## src/rtl/adc_spi_pkg.sv

```systemverilog
`timescale 1ns/1ps
package adc_spi_pkg;

  // Frame sequencer states
  typedef enum logic [1:0] {
    ST_GAP   = 2'd0,  // select high, clock parked, idle gap counting
    ST_SETUP = 2'd1,  // select low, waiting one half period before first fall
    ST_XFER  = 2'd2   // serial clock running
  } seq_state_e;

endpackage

```

## src/rtl/adc_spi_rst_sync.sv

```systemverilog
`timescale 1ns/1ps
module adc_spi_rst_sync (
  input  logic clk,
  input  logic rst_n,
  output logic rst_s_n
);

  logic [1:0] sync_q;

  always_ff @(posedge clk or negedge rst_n) begin
    if (!rst_n) sync_q <= 2'b00;
    else        sync_q <= {sync_q[0], 1'b1};
  end

  assign rst_s_n = sync_q[1];

endmodule

```

## src/rtl/adc_spi_halfclk.sv

```systemverilog
`timescale 1ns/1ps
module adc_spi_halfclk #(
  parameter int HALF_DIV = 10
) (
  input  logic clk,
  input  logic rst_n,
  input  logic run,
  output logic half_tick
);

  localparam int CW = $clog2(HALF_DIV + 1);

  logic [CW-1:0] cnt_q, cnt_d;

  always_comb begin
    half_tick = run && (cnt_q == CW'(HALF_DIV - 1));
    cnt_d     = cnt_q;
    if (!run)           cnt_d = '0;
    else if (half_tick) cnt_d = '0;
    else                cnt_d = cnt_q + CW'(1);
  end

  always_ff @(posedge clk or negedge rst_n) begin
    if (!rst_n) cnt_q <= '0;
    else        cnt_q <= cnt_d;
  end

  // Divider never leaves its range (serial clock period, R3)
  p_div_range_r3: assert property (@(posedge clk) disable iff (!rst_n)
    cnt_q < CW'(HALF_DIV));

endmodule

```

## src/rtl/adc_spi_shift.sv

```systemverilog
`timescale 1ns/1ps
module adc_spi_shift #(
  parameter int FRAME_BITS = 16,
  parameter int CH_BITS    = 3,
  parameter int CMD_LEAD   = 2,
  parameter int RES_BITS   = 12,
  parameter int OUT_BITS   = 8
) (
  input  logic                clk,
  input  logic                rst_n,
  input  logic                load,
  input  logic [CH_BITS-1:0]  channel,
  input  logic                fall_evt,
  input  logic                rise_evt,
  input  logic                miso,
  output logic                mosi,
  output logic [OUT_BITS-1:0] rx_field
);

  localparam int TAIL = FRAME_BITS - CMD_LEAD - CH_BITS;

  logic [FRAME_BITS-1:0] cmd_q, cmd_d;
  logic [RES_BITS-1:0]   rx_q, rx_d;
  logic                  mosi_q, mosi_d;

  always_comb begin
    cmd_d  = cmd_q;
    mosi_d = mosi_q;
    rx_d   = rx_q;
    if (load) begin
      // channel latched here, when select falls
      cmd_d  = {{(FRAME_BITS-CH_BITS){1'b0}}, channel} << TAIL;
      mosi_d = 1'b0;
    end else if (fall_evt) begin
      mosi_d = cmd_q[FRAME_BITS-1];
      cmd_d  = {cmd_q[FRAME_BITS-2:0], 1'b0};
    end
    if (rise_evt) rx_d = {rx_q[RES_BITS-2:0], miso};
  end

  always_ff @(posedge clk or negedge rst_n) begin
    if (!rst_n) begin
      cmd_q  <= '0;
      mosi_q <= 1'b0;
      rx_q   <= '0;
    end else begin
      cmd_q  <= cmd_d;
      mosi_q <= mosi_d;
      rx_q   <= rx_d;
    end
  end

  assign mosi     = mosi_q;
  assign rx_field = rx_q[RES_BITS-1 -: OUT_BITS];

  // One serial edge at a time, and no load inside a running clock
  p_edge_excl_r3: assert property (@(posedge clk) disable iff (!rst_n)
    !(fall_evt && rise_evt) && !(load && (fall_evt || rise_evt)));

endmodule

```

## src/rtl/adc_led_map.sv

```systemverilog
`timescale 1ns/1ps
module adc_led_map #(
  parameter int VAL_BITS = 8,
  parameter int LED_N    = 8
) (
  input  logic [VAL_BITS-1:0] val,
  input  logic                bin_mode,
  output logic [LED_N-1:0]    led
);

  localparam int STEP = (1 << VAL_BITS) / LED_N;

  logic [LED_N-1:0] bar;

  for (genvar i = 0; i < LED_N; i++) begin : g_bar
    assign bar[i] = (val > VAL_BITS'(i * STEP));
  end

  assign led = bin_mode ? LED_N'(val) : bar;

endmodule

```

## src/rtl/adc_spi_ctrl.sv

```systemverilog
`timescale 1ns/1ps
module adc_spi_ctrl
  import adc_spi_pkg::*;
#(
  parameter int HALF_DIV   = 10,
  parameter int GAP_CYC    = 20,
  parameter int FRAME_BITS = 16,
  parameter int CH_BITS    = 3,
  parameter int CMD_LEAD   = 2,
  parameter int RES_BITS   = 12,
  parameter int OUT_BITS   = 8,
  parameter int LED_N      = 8
) (
  input  logic                clk,
  input  logic                rst_n,
  input  logic [CH_BITS-1:0]  chan_sel,
  input  logic                disp_bin,
  input  logic                data_in,
  output logic                sel_n,
  output logic                ser_clk,
  output logic                cmd_out,
  output logic [OUT_BITS-1:0] conv_value,
  output logic                conv_valid,
  output logic [LED_N-1:0]    led
);

  localparam int BW = $clog2(FRAME_BITS + 1);
  localparam int GW = $clog2(GAP_CYC + 1);

  logic                rst_s_n;
  logic                half_tick;
  logic                run;
  logic                load, fall_evt, rise_evt;
  logic [OUT_BITS-1:0] rx_field;

  seq_state_e          state_q, state_d;
  logic                cs_q, cs_d;
  logic                sclk_q, sclk_d;
  logic [BW-1:0]       bit_q, bit_d;
  logic [GW-1:0]       gap_q, gap_d;
  logic [OUT_BITS-1:0] res_q, res_d;
  logic                vld_q, vld_d;

  adc_spi_rst_sync u_rst (
    .clk     (clk),
    .rst_n   (rst_n),
    .rst_s_n (rst_s_n)
  );

  assign run = (state_q != ST_GAP);

  adc_spi_halfclk #(.HALF_DIV(HALF_DIV)) u_div (
    .clk       (clk),
    .rst_n     (rst_s_n),
    .run       (run),
    .half_tick (half_tick)
  );

  adc_spi_shift #(
    .FRAME_BITS (FRAME_BITS),
    .CH_BITS    (CH_BITS),
    .CMD_LEAD   (CMD_LEAD),
    .RES_BITS   (RES_BITS),
    .OUT_BITS   (OUT_BITS)
  ) u_shift (
    .clk      (clk),
    .rst_n    (rst_s_n),
    .load     (load),
    .channel  (chan_sel),
    .fall_evt (fall_evt),
    .rise_evt (rise_evt),
    .miso     (data_in),
    .mosi     (cmd_out),
    .rx_field (rx_field)
  );

  // Frame sequencer, next state
  always_comb begin
    state_d  = state_q;
    cs_d     = cs_q;
    sclk_d   = sclk_q;
    bit_d    = bit_q;
    gap_d    = gap_q;
    res_d    = res_q;
    vld_d    = 1'b0;
    load     = 1'b0;
    fall_evt = 1'b0;
    rise_evt = 1'b0;
    unique case (state_q)
      ST_GAP: begin
        if (gap_q == GW'(GAP_CYC - 1)) begin
          gap_d   = '0;
          cs_d    = 1'b0;
          load    = 1'b1;
          bit_d   = '0;
          state_d = ST_SETUP;
        end else begin
          gap_d = gap_q + GW'(1);
        end
      end
      ST_SETUP: begin
        if (half_tick) begin
          sclk_d   = 1'b0;
          fall_evt = 1'b1;
          state_d  = ST_XFER;
        end
      end
      ST_XFER: begin
        if (half_tick) begin
          if (!sclk_q) begin
            sclk_d   = 1'b1;
            rise_evt = 1'b1;
            bit_d    = bit_q + BW'(1);
          end else if (bit_q == BW'(FRAME_BITS)) begin
            cs_d    = 1'b1;
            res_d   = rx_field;
            vld_d   = 1'b1;
            state_d = ST_GAP;
          end else begin
            sclk_d   = 1'b0;
            fall_evt = 1'b1;
          end
        end
      end
      default: state_d = ST_GAP;
    endcase
  end

  // Frame sequencer, registers
  always_ff @(posedge clk or negedge rst_s_n) begin
    if (!rst_s_n) begin
      state_q <= ST_GAP;
      cs_q    <= 1'b1;
      sclk_q  <= 1'b1;
      bit_q   <= '0;
      gap_q   <= '0;
      res_q   <= '0;
      vld_q   <= 1'b0;
    end else begin
      state_q <= state_d;
      cs_q    <= cs_d;
      sclk_q  <= sclk_d;
      bit_q   <= bit_d;
      gap_q   <= gap_d;
      res_q   <= res_d;
      vld_q   <= vld_d;
    end
  end

  assign sel_n      = cs_q;
  assign ser_clk    = sclk_q;
  assign conv_value = res_q;
  assign conv_valid = vld_q;

  adc_led_map #(.VAL_BITS(OUT_BITS), .LED_N(LED_N)) u_led (
    .val      (res_q),
    .bin_mode (disp_bin),
    .led      (led)
  );

  // clock parked high outside a frame
  p_park_high_r2: assert property (@(posedge clk) disable iff (!rst_s_n)
    sel_n |-> ser_clk);

  // a falling clock needs select already low in the cycle before
  p_select_first_r2: assert property (@(posedge clk) disable iff (!rst_s_n)
    $fell(ser_clk) |-> $past(!sel_n));

  // frame closes only after all rising edges, with the clock high
  p_frame_len_r3: assert property (@(posedge clk) disable iff (!rst_s_n)
    $rose(sel_n) |-> (bit_q == BW'(FRAME_BITS)) && ser_clk);

  // command line moves only together with a falling clock
  p_cmd_on_fall_r4: assert property (@(posedge clk) disable iff (!rst_s_n)
    !$stable(cmd_out) |-> $fell(ser_clk));

  // strobe coincides with the end of a frame and lasts one cycle
  p_valid_at_close_r7: assert property (@(posedge clk) disable iff (!rst_s_n)
    conv_valid |-> $rose(sel_n));
  p_valid_pulse_r7: assert property (@(posedge clk) disable iff (!rst_s_n)
    conv_valid |=> !conv_valid);
  p_value_hold_r7: assert property (@(posedge clk) disable iff (!rst_s_n)
    !conv_valid |-> $stable(conv_value));

  // gap counter stays inside its window
  p_gap_range_r8: assert property (@(posedge clk) disable iff (!rst_s_n)
    gap_q < GW'(GAP_CYC));

  // bar pattern is contiguous from the lowest indicator
  p_bar_thermo_r10: assert property (@(posedge clk) disable iff (!rst_s_n)
    !disp_bin |-> ((led & (led + LED_N'(1))) == '0));

endmodule

```

## config.mk

```make
export PLATFORM = sky130hd
export DESIGN_NAME = adc_spi_ctrl
export DESIGN_NICKNAME = d
export VERILOG_FILES = /design/src/rtl/adc_spi_pkg.sv /design/src/rtl/adc_spi_rst_sync.sv /design/src/rtl/adc_spi_halfclk.sv /design/src/rtl/adc_spi_shift.sv /design/src/rtl/adc_led_map.sv /design/src/rtl/adc_spi_ctrl.sv
export SDC_FILE = /design/constraint.sdc
export NUM_CORES = 1
export LEC_CHECK = 0
export BUFFER_PORTS_ARGS = -buffer_cell sky130_fd_sc_hd__buf_2
export CORE_MARGIN = 2
export CORE_UTILIZATION = 35
export CTS_CLUSTER_SIZE = 30
export DETAILED_ROUTE_END_ITERATION = 8
export MAX_ROUTING_LAYER = met4
export PLACE_DENSITY = 0.48
export SYNTH_ARGS = -nofsm -noshare
export SYNTH_HDL_FRONTEND = slang
export SYNTH_HIERARCHICAL = 1
export SYNTH_SLANG_ARGS = --single-unit
```

## constraint.sdc

```tcl
create_clock -name clk -period 1.7 [get_ports clk]
set_input_delay 0.085 -clock clk [delete_from_list [all_inputs] [get_ports clk]]
set_output_delay 0.085 -clock clk [all_outputs]
set_load 0.005 [all_outputs]
```

# --- Yosys cells after proc, flatten, opt, wreduce, memory -nomap -nowiden ---
# Cells that the tools add are included.
classes:
  addsub: 3
  order_cmp: 8
  eq_ne: 11
  n_mux: 41
  n_reduce_logical: 11
op_table:
  columns: ["cell", "count"]
  rows:
  - ["8-bit > comparator, second input constant", 4]
  - ["16-bit two-way mux", 2]
  - ["1-bit two-way mux", 22]
  - ["5-bit two-way mux", 4]
  - ["8-bit by 7-bit > comparator with 1-bit output, second input constant", 2]
  - ["2-bit != test, second input constant", 6]
  - ["5-bit by 1-bit adder with 5-bit output, second input constant", 2]
  - ["5-bit == test, second input constant", 2]
  - ["2-bit two-way mux", 5]
  - ["5-bit case mux with 2 select lines", 1]
  - ["5-bit AND reduction", 2]
  - ["8-bit by 1-bit > comparator with 1-bit output, second input constant", 1]
  - ["8-bit by 6-bit > comparator with 1-bit output, second input constant", 1]
  - ["4-bit two-way mux", 2]
  - ["8-bit two-way mux", 1]
  - ["4-bit AND reduction", 2]
  - ["2-bit nonzero test", 4]
  - ["1-bit case mux with 2 select lines", 3]
  - ["2-bit case mux with 3 select lines", 1]
  - ["4-bit by 1-bit adder with 4-bit output, second input constant", 1]
  - ["4-bit == test, second input constant", 1]
  - ["3-bit AND reduction", 1]
  - ["2-bit by 1-bit == test with 1-bit output, second input constant", 1]
  - ["2-bit == test, second input constant", 1]
  - ["2 further kinds", 2]
totals:
  regBits: 58
  inputBits: 7

# --- Logic depth before layout (Yosys ltp) ---
# Gate-level depths: netlist of the first run.
logic_depth:
  ltp_word: 7
  ltp_mapped: 9

# --- Cells and area by module ---
# The synthesis of the first run kept the hierarchy.
by_module_without_submodules:
  columns: ["mod", "n_inst", "cells_each", "area_each_um2", "seq_area_each_um2"]
  rows:
  - ["adc_spi_ctrl", 1, 113, 1335.0, 578.1]
  - ["adc_spi_shift", 1, 56, 800.8, 450.4]
  - ["adc_spi_halfclk", 1, 20, 212.7, 100.1]
  - ["adc_led_map", 1, 24, 148.9, 0.0]
  - ["adc_spi_rst_sync", 1, 3, 53.8, 50.0]

# --- Worst setup path before layout of the first run ---
# Ideal clock, no wire load.
synth_timing:
  path_kind: "register to register"
  start: "register state_q[0]"
  end: "register u_shift.rx_q[0]"
  arrival_ns: 2.129
  required_time_ns: 1.575
  path_slack_ns: -0.554
  stages_incl_launch_ff: 10
  synth_period_minus_slack_ns: 2.254
  cell_sequence: "dfrtp_1 -> inv_1 -> ha_1 -> inv_1 -> nor3b_1 -> buf_2 -> and3b_1 -> clkbuf_1 -> buf_6 -> mux2_4"
synth_via:
  elab_chain_cells: 4
  elab_cells_between_ends: 5
synth_rtl:
  columns: ["element", "line", "text"]
  rows:
  - ["from (decl)", "adc_spi_ctrl.sv:36", "seq_state_e state_q, state_d;"]
  - ["from (signal assigned)", "adc_spi_ctrl.sv:140", "state_q <= state_d;"]
  - ["2-bit nonzero test", "adc_spi_ctrl.sv:50", "assign run = (state_q != ST_GAP);"]
  - ["named net run", "adc_spi_ctrl.sv:32", "logic run;"]
  - ["1-bit logical AND", "adc_spi_halfclk.sv:16", "half_tick = run && (cnt_q == CW'(HALF_DIV - 1));"]
  - ["named net half_tick", "adc_spi_ctrl.sv:31", "logic half_tick;"]
  - ["1-bit two-way mux", "adc_spi_ctrl.sv:109", "if (half_tick) begin"]
  - ["1-bit two-way mux", "adc_spi_ctrl.sv:89", "unique case (state_q)"]
  - ["named net rise_evt", "adc_spi_ctrl.sv:33", "logic load, fall_evt, rise_evt;"]
  - ["to (signal assigned)", "adc_spi_shift.sv:49", "rx_q <= rx_d;"]
  - ["to (decl)", "adc_spi_shift.sv:23", "logic [RES_BITS-1:0] rx_q, rx_d;"]
# The timed path passes the listed nets, and every way through them passes these cells.
# A chain may end at the register's enable or synchronous reset.

# --- Final worst setup path of the first run ---
layout_timing:
  start: "register res_q[2] (netlist: conv_value[2])"
  end: "output port led[3]"
layout_via:
  elab_chain_cells: 2
layout_rtl:
  columns: ["element", "line", "text"]
  rows:
  - ["from (decl)", "adc_spi_ctrl.sv:41", "logic [OUT_BITS-1:0] res_q, res_d;"]
  - ["from (signal assigned)", "adc_spi_ctrl.sv:145", "res_q <= res_d;"]
  - ["8-bit by 7-bit > comparator with 1-bit output", "adc_led_map.sv:16", "assign bar[i] = (val > VAL_BITS'(i * STEP));"]
  - ["8-bit two-way mux", "adc_led_map.sv:19", "assign led = bin_mode ? LED_N'(val) : bar;"]
  - ["to (decl)", "adc_spi_ctrl.sv:24", "output logic [LED_N-1:0] led"]
# No other way between the ends.

==> results of run 1 <==
## worst paths after layout
path                                    end  slack [ns]             from
min in group clk            u_rst/sync_q[1]        0.36  u_rst/sync_q[0]
min reg2reg                    u_shift/mosi        0.22  u_rst/sync_q[1]
max reg2reg                   conv_value[2]       -0.12   u_div/cnt_q[1]
min                         u_rst/sync_q[1]        0.08            rst_n
max                                  led[3]       -0.16    conv_value[2]
max in group asynchronous  u_shift/rx_q[11]        0.98  u_rst/sync_q[1]
## worst max-delay path: cells and delay by family (launching register included)
family                 cells  cell delay [ns]
buffers and inverters      1             0.14
and+or+nand+nor            1             0.60
DFF                        1             0.39
AOI/OAI and AO/OA          2             0.35
## layer usage
| layer | part of all wire | track usage | vias to the layer above | wire (um) |
|---|---|---|---|---|
| li1 | - | - | 902 | - |
| met1 | 0.49 | 0.189 | 875 | 2500 |
| met2 | 0.47 | 0.212 | 30 | 2390 |
| met3 | 0.032 | 0.0314 | 3 | 163 |
| met4 | 0.0045 | 0.0434 | 0 | 23 |
| met5 | 0 | - | - | 0 |
## registers in the layout, indices dropped and copies added, names as in the netlist
register	cells
u_shift/cmd_q	5
bit_q	5
sel_n	1
u_div/cnt_q	4
ser_clk	1
conv_value	8
gap_q	5
u_rst/sync_q	2
u_shift/rx_q	12
u_shift/mosi	1
conv_valid	1
state_q	2
## cells by family (layout without fill, tap and decap cells)
| logic type | after synthesis | after routing | synth area share |
|---|---|---|---|
| mux | 30 | 30 | 0.155 |
| buf+inv | 26 | 86 | 0.0588 |
| fa+ha+maj | 10 | 10 | 0.0490 |
| flops | 47 | 47 | 0.462 |
| simple gates | 56 | 56 | 0.139 |
| other cells | 1 | 1 | 0.00147 |
| xor+xnor | 1 | 1 | 0.00343 |
| compound gates | 45 | 45 | 0.131 |
## through the flow
stage	power [W]	TNS, ns	instance area [um2]	cells	util
2_1_floorplan	0.00118	-3.70	2610	216	-
3_3_place_gp	0.00121	-1.51	2970	354	0.417
3_5_place_dp	0.00121	-2.08	2970	354	0.417
4_1_cts	0.00191	-1.86	3180	370	0.446
5_1_grt	0.00196	-6.24	3290	375	0.461
6_report	0.00187	-2.35	3290	375	0.461
## power groups by stage
stage | clock [W] | sequential [W] | combinational, W
finish | 0.000681 | 0.00114 | 0.0000549
global route | 0.000759 | 0.00114 | 0.0000637
CTS | 0.000715 | 0.00114 | 0.0000555
detailed placement | 0 | 0.00116 | 0.0000467
global placement | 0 | 0.00116 | 0.0000467
floorplan | 0 | 0.00116 | 0.0000137
## final cells by class
cell class              instances  area (um2)  area share
multi-input cells             143        1340       0.408
repair buffers                 69         518       0.158
clock buffers                   6        72.6      0.0221
well taps                      99         124      0.0377
clock inverters                 2        13.8     0.00419
flip-flops and latches         47        1180       0.359
inverters                       9        36.3      0.0110
## cell usage in the layout (no fill, tap or decap), types with 3 or more instances in the layout
cell           netlist  layout
buf_12               0       3
buf_2                3      26
buf_4                9      31
buf_6                2       4
clkbuf_8             0       5
dfrtp_1             45      44
dlygate4sd3_1        0       5
ha_1                10       7
inv_1                9       6
mux2_4              18      20
mux2i_1              8       8
nand2_1             12      11
nand3_1              5       5
nor2_1              10      10
nor2b_1              5       4
o211ai_1             8       8
o21ai_0             10       6
o21ai_1              0       3
## what timing repair did
| action | 4_1_cts | 5_1_grt |
|---|---|---|
| resized for setup | 15 | 17 |
| setup endpoints to repair | 40 | 40 |
| endpoints found under the hold margin | 6 | 0 |
| pin swaps | 12 | 10 |
| hold buffers | 5 | 0 |
| setup buffers | 3 | 5 |
==> key figures, run 1 <==
Status
  – Failing checks: negative setup slack
  – Outcome: finished with violations

CTS
  – CTS Sinks: 47
  – CTS Buf Count: 5
  – H-tree depth: 2
  – Clk pin slew, worst setup/hold paths: 0.09 ns
  – Max Root-Sink Buffers: 2
  – Clock tree from TritonCTS: done
  – Root buffer cell: clkbuf_8
  – Worst-Skew Late Latency: 0.30 ns

Power and ir drop
  – Sw power: 0.000429 W
  – Flop pwr share: 0.607
  – Pleak: 1.55 nW
  – VDD IR max: 0.000314 V
  – Pwr/cell area: 570 mW/mm2
  – Logic pwr share: 0.029
  – Net Sw Frac: 0.229
  – Clock share of power: 0.364
  – Internal power: 0.00144 W

Global route
  – Vias in the first global route: 1728
  – Pin count of the biggest net entering global routing: 29
  – First-pass GRT wire length: 8.37 mm
  – Grt ovf: 0
  – Initial antenna violation count: 0
  – GRT Resource Usage Total: 0.140

Floorplan
  – Height of the die: 89.4 um
  – Initial Utilization: 0.357
  – Top Ports: 27
  – Core area: 0.00714 mm2
  – Die area: 0.00799 mm2
  – Die width: 89.4 um
  – Site row count: 31

Synthesis
  – Ys async rst share: 1.00
  – Commonest cells post-synth: dfrtp_1, mux2_4, nand2_1
  – Yosys warning count: 6
  – EDFF count, synth: 0
  – Largest cells by area after synthesis: dfrtp_1, mux2_4, ha_1, mux2i_1, buf_4
  – Netlist cell types: 54
  – Mapped Avg Cell Area: 11.8 um2
  – Post-Syn Nets: 233
  – Mapped Area: 0.00255 mm2
  – Most common cell in the netlist: dfrtp_1
  – Sequential area share after synthesis: 0.462
  – Largest area contributor in the netlist: dfrtp_1
  – Syn Inst Count: 216
  – Synth Flop Type: dfrtp_1
  – Yosys reg bits: 47
  – Top-area cell type share of the netlist area: 0.441

Detailed routing
  – Post-DRT Antenna Nets: 0
  – DR iter-0 viols: 63
  – Via count: 1810
  – DR vias/cell: 4.83
  – WL final: 5.08 mm
  – DRC Markers: 0
  – Wire per inst: 13.5 um
  – Drt pass-1 iters: 4

Timing
  – # setup viols final: 39
  – Fin crit period: 1.86 ns
  – RSZ-0062 raised after global routing: true
  – Hold Fails Final Rpt: 0
  – FMAX: 538 MHz
  – Slew Viols, Final: 0
  – Clock skew: 0.00680 ns
  – Setup ws final: -0.160 ns
  – WHS: 0.0820 ns
  – Crit share post-route: 1.09

Critical path
  – CP required: 1.62 ns
  – Critical path class: reg -> out
  – CP Launch Type: flip-flop
  – Critical Path AT: 1.77 ns
  – Worst reg2reg path depth: 8
  – Crit-path cells: or4_4 -> o211ai_1 -> a2bb2oi_1 -> buf_2
  – Slowest-stage cell, CP: or4_4
  – CP max FO: 5
  – Crit end category: output port
  – Slowest stage delay, CP: 0.60 ns

Layout
  – Fraction of layout cells with a size suffix above 1: 0.446
  – Area grow syn2layout: 28.8%
  – Post-layout net count: 292
  – N_diodes: 0
  – Fillcell total: 688

Min path
  – Worst min-delay path class: in -> async

Placement
  – Detail Placement HPWL: 3.44 mm
  – Pre-CTS setup slack: -0.136 ns
  – I/O Buffers: 26
  – RD Place Congestion: 0.748

Job
  – Max-Cap Viols: 0
Note: power is estimated with default switching activity, not from simulation.
==> run 2: changes to the inputs <==
Settings changed: SYNTH_HIERARCHICAL 1 to not set.
==> key figures, run 2 <==
Critical path
  – CP Launch Type: flip-flop
  – CP max FO: 4 (-1)
  – Crit end category: output port
  – Critical Path AT: 1.95 ns (+0.18 ns)
  – CP required: 1.62 ns (about the same)
  – Critical path class: reg -> out
  – Worst reg2reg path depth: 7 (-1)

Detailed routing
  – Wire per inst: 13.4 um (-0.79%)
  – Drt pass-1 iters: 4 (unchanged)
  – Post-DRT Antenna Nets: 0 (unchanged)
  – WL final: 4.66 mm (-8.2%)
  – Via count: 1694 (-6.4%)
  – DR vias/cell: 4.88 (+1.1%)
  – DR iter-0 viols: 48 (-24%)
  – DRC Markers: 0 (unchanged)

Synthesis
  – Sequential area share after synthesis: 0.516 (+0.0545)
  – Mux contribution to synthesized area: 0.122 (-0.0333)
  – Most common cell in the netlist: dfrtp_1
  – Mapped Area: 0.00228 mm2 (-11%)
  – Largest area contributor in the netlist: dfrtp_1
  – Synth Flop Type: dfrtp_1
  – Ys async rst share: 1.00 (unchanged)
  – Top-area cell type share of the netlist area: 0.493 (+0.0520)
  – EDFF count, synth: 0 (unchanged)
  – Mapped Avg Cell Area: 11.3 um2 (-4.3%)
  – Commonest cells post-synth: dfrtp_1, mux2_1, inv_1
  – Post-synthesis xor/xnor area fraction: 0.0115 (+0.00808)
  – Largest cells by area after synthesis: dfrtp_1, mux2_1, ha_1, o21ai_1, inv_1
  – Adder-cell share of the synthesized area: 0.0548 (+0.00578)
  – Largest family of logic cells by synthesized area: simple AND/OR/NAND/NOR gates
  – Netlist cell types: 44 (-19%)
  – Simple-gate portion of the synthesized area: 0.144 (+0.00490)
  – Post-Syn Nets: 219 (-6.0%)
  – Post-synthesis compound-gate area fraction: 0.106 (-0.0246)
  – Yosys reg bits: 47 (unchanged)
  – Syn Inst Count: 202 (-6.5%)
  – Yosys warning count: 0 (-6)

Timing
  – Crit share post-route: 1.20 (+0.103)
  – # setup viols final: 9 (-77%)
  – RSZ-0062 raised after global routing: true
  – FMAX: 491 MHz (-8.6%)
  – Clock skew: 0.00881 ns (+0.00201 ns)
  – Setup ws final: -0.336 ns (-0.176 ns)
  – Fin crit period: 2.04 ns (+0.176 ns)
  – Hold Fails Final Rpt: 0 (unchanged)
  – Slew Viols, Final: 0 (unchanged)

CTS
  – H-tree depth: 2 (unchanged)
  – Worst-Skew Late Latency: 0.30 ns (about the same)
  – Clock tree from TritonCTS: done
  – Clk pin slew, worst setup/hold paths: 0.09 ns (about the same)
  – CTS Buf Count: 5 (unchanged)
  – Max Root-Sink Buffers: 2 (unchanged)
  – Root buffer cell: clkbuf_8
  – CTS Sinks: 47 (unchanged)

Layout
  – Most frequent cells in the layout: dfrtp_1, buf_4, buf_2
  – N_diodes: 0 (unchanged)
  – Fillcell total: 583 (-15%)
  – Area grow syn2layout: 37.5%
  – Most flop-heavy register: u_shift.rx_q
  – Post-layout net count: 286 (-2.1%)
  – Post-layout util: 0.497 (+0.0365)
  – Layout Cells excl Fill: 347 (-7.5%)
  – Most common cell after layout, fill and taps aside: dfrtp_1
  – Fraction of layout cells with a size suffix above 1: 0.433 (-0.0123)
  – Final instance area: 0.00314 mm2 (-4.5%)
  – Max reg flops: 12 (unchanged)

Power and ir drop
  – VDD IR max: 0.000407 V (+30%)
  – Pwr/cell area: 608 mW/mm2 (+6.8%)
  – Pleak: 1.56 nW (+0.68%)

Global route
  – Pin count of the biggest net entering global routing: 30 (+3.4%)
  – Initial antenna violation count: 0 (unchanged)
  – Grt ovf: 0 (unchanged)
  – First-pass GRT wire length: 7.39 mm (-12%)
  – GRT Resource Usage Total: 0.134 (-0.00649)
  – Vias in the first global route: 1626 (-5.9%)

Placement
  – Pre-CTS setup slack: -0.104 ns (+0.0326 ns)
  – I/O Buffers: 26 (unchanged)
  – RD Place Congestion: 0.747 (-0.13%)
  – # placed instances: 327 (-7.6%)
  – Detail Placement HPWL: 3.15 mm (-8.5%)
  – Post-Place Cell Area: 0.00273 mm2 (-8.1%)

Status
  – Outcome: finished with violations
  – Failing checks: negative setup slack

Floorplan
  – Die width: 84.8 um (-5.2%)
  – Site row count: 29 (-6.5%)
  – Core area: 0.00631 mm2 (-12%)
  – Initial Utilization: 0.361 (+0.00401)
  – Die area: 0.00718 mm2 (-10%)
  – Top Ports: 27 (unchanged)
  – Height of the die: 84.8 um (-5.2%)

Job
  – Max-Cap Viols: 0 (unchanged)

Min path
  – Worst min-delay path class: in -> reg
  – Hold depth: 3
## run 2: changes by cell type in the layout (fill, tap and decap cells not counted), moves of 5 or more
cell,before,now
mux2_1,0,9
o21ai_1,3,12
mux2_4,20,13
inv_1,6,11
mux2i_1,8,3
o211ai_1,8,3
## run 2: cells by family after synthesis
family,count (synthesis)
adders and majority gates,10
other,1
AOI/OAI and AO/OA,40
DFF,47
xor gates and xnor gates,3
muxes,25
buffers and inverters,22
and+or+nand+nor,54
## run 2: critical path, cell delays in order (launching register included)
cell and delay, ns:
dfrtp_1 0.39, or4_4 0.54, or3_4 0.38, nor4_2 0.15
a21oi_1 0.06, buf_2 0.13
## run 2: through the flow
stage          total power (W)  hold slack (ns)  TNS, ns
2_1_floorplan          0.00118           -0.211    -1.59
3_3_place_gp           0.00121           -0.129    -1.11
3_5_place_dp           0.00121           -0.128    -1.31
4_1_cts                0.00194           0.0177    -2.17
5_1_grt                0.00200           0.0198    -3.22
6_report               0.00191           0.0205    -2.11
## run 2: power breakdown
part	total (W)	switching, W	internal [W]
sequential	0.00114	0.0000114	0.00113
combinational	0.0000528	0.0000283	0.0000245
clock	0.000717	0.000385	0.000332
total	0.00191	0.000425	0.00148
## run 2: final timing paths
kind / startpoint / endpoint / slack (ns)
setup / recovery: conv_value[0] / led[0] / -0.34
hold reg to reg: u_rst.sync_q[1] / u_shift.rx_q[0] / 0.19
min in group asynchronous: rst_n / u_rst.sync_q[1] / 0.08
hold / removal: chan_sel[0] / u_shift.cmd_q[11] / 0.02
setup reg to reg: state_q[1] / bit_q[4] / -0.03
max in group asynchronous: u_rst.sync_q[1] / ser_clk / 0.94
## run 2: per-layer routing
layer	global-route usage	vias up	wire length (um)
met5	-	-	0
met4	0.0563	0	69
met3	0.0305	7	87
met2	0.200	13	2150
met1	0.176	829	2350
li1	-	845	-
## run 2: timing repair
| item | in CTS | in global routing |
|---|---|---|
| endpoints found under the hold margin | 3 | 0 |
| gates resized for setup | 7 | 37 |
| setup buffers | 3 | 6 |
| pin swaps | 2 | 5 |
| setup endpoints to repair | 33 | 27 |
| gates cloned | 0 | 1 |
| hold buffers | 2 | 0 |
## run 2: cell type report
class / instances / area [um2] / area share
Sequential cell: 47 / 1180 / 0.376
Tap cell: 77 / 96.3 / 0.0307
Clock inverter: 2 / 16.3 / 0.00518
Clock buffer: 6 / 82.6 / 0.0263
Timing Repair Buffer: 66 / 474 / 0.151
Multi-Input combinational cell: 134 / 1230 / 0.393
Inverter: 15 / 56.3 / 0.0179
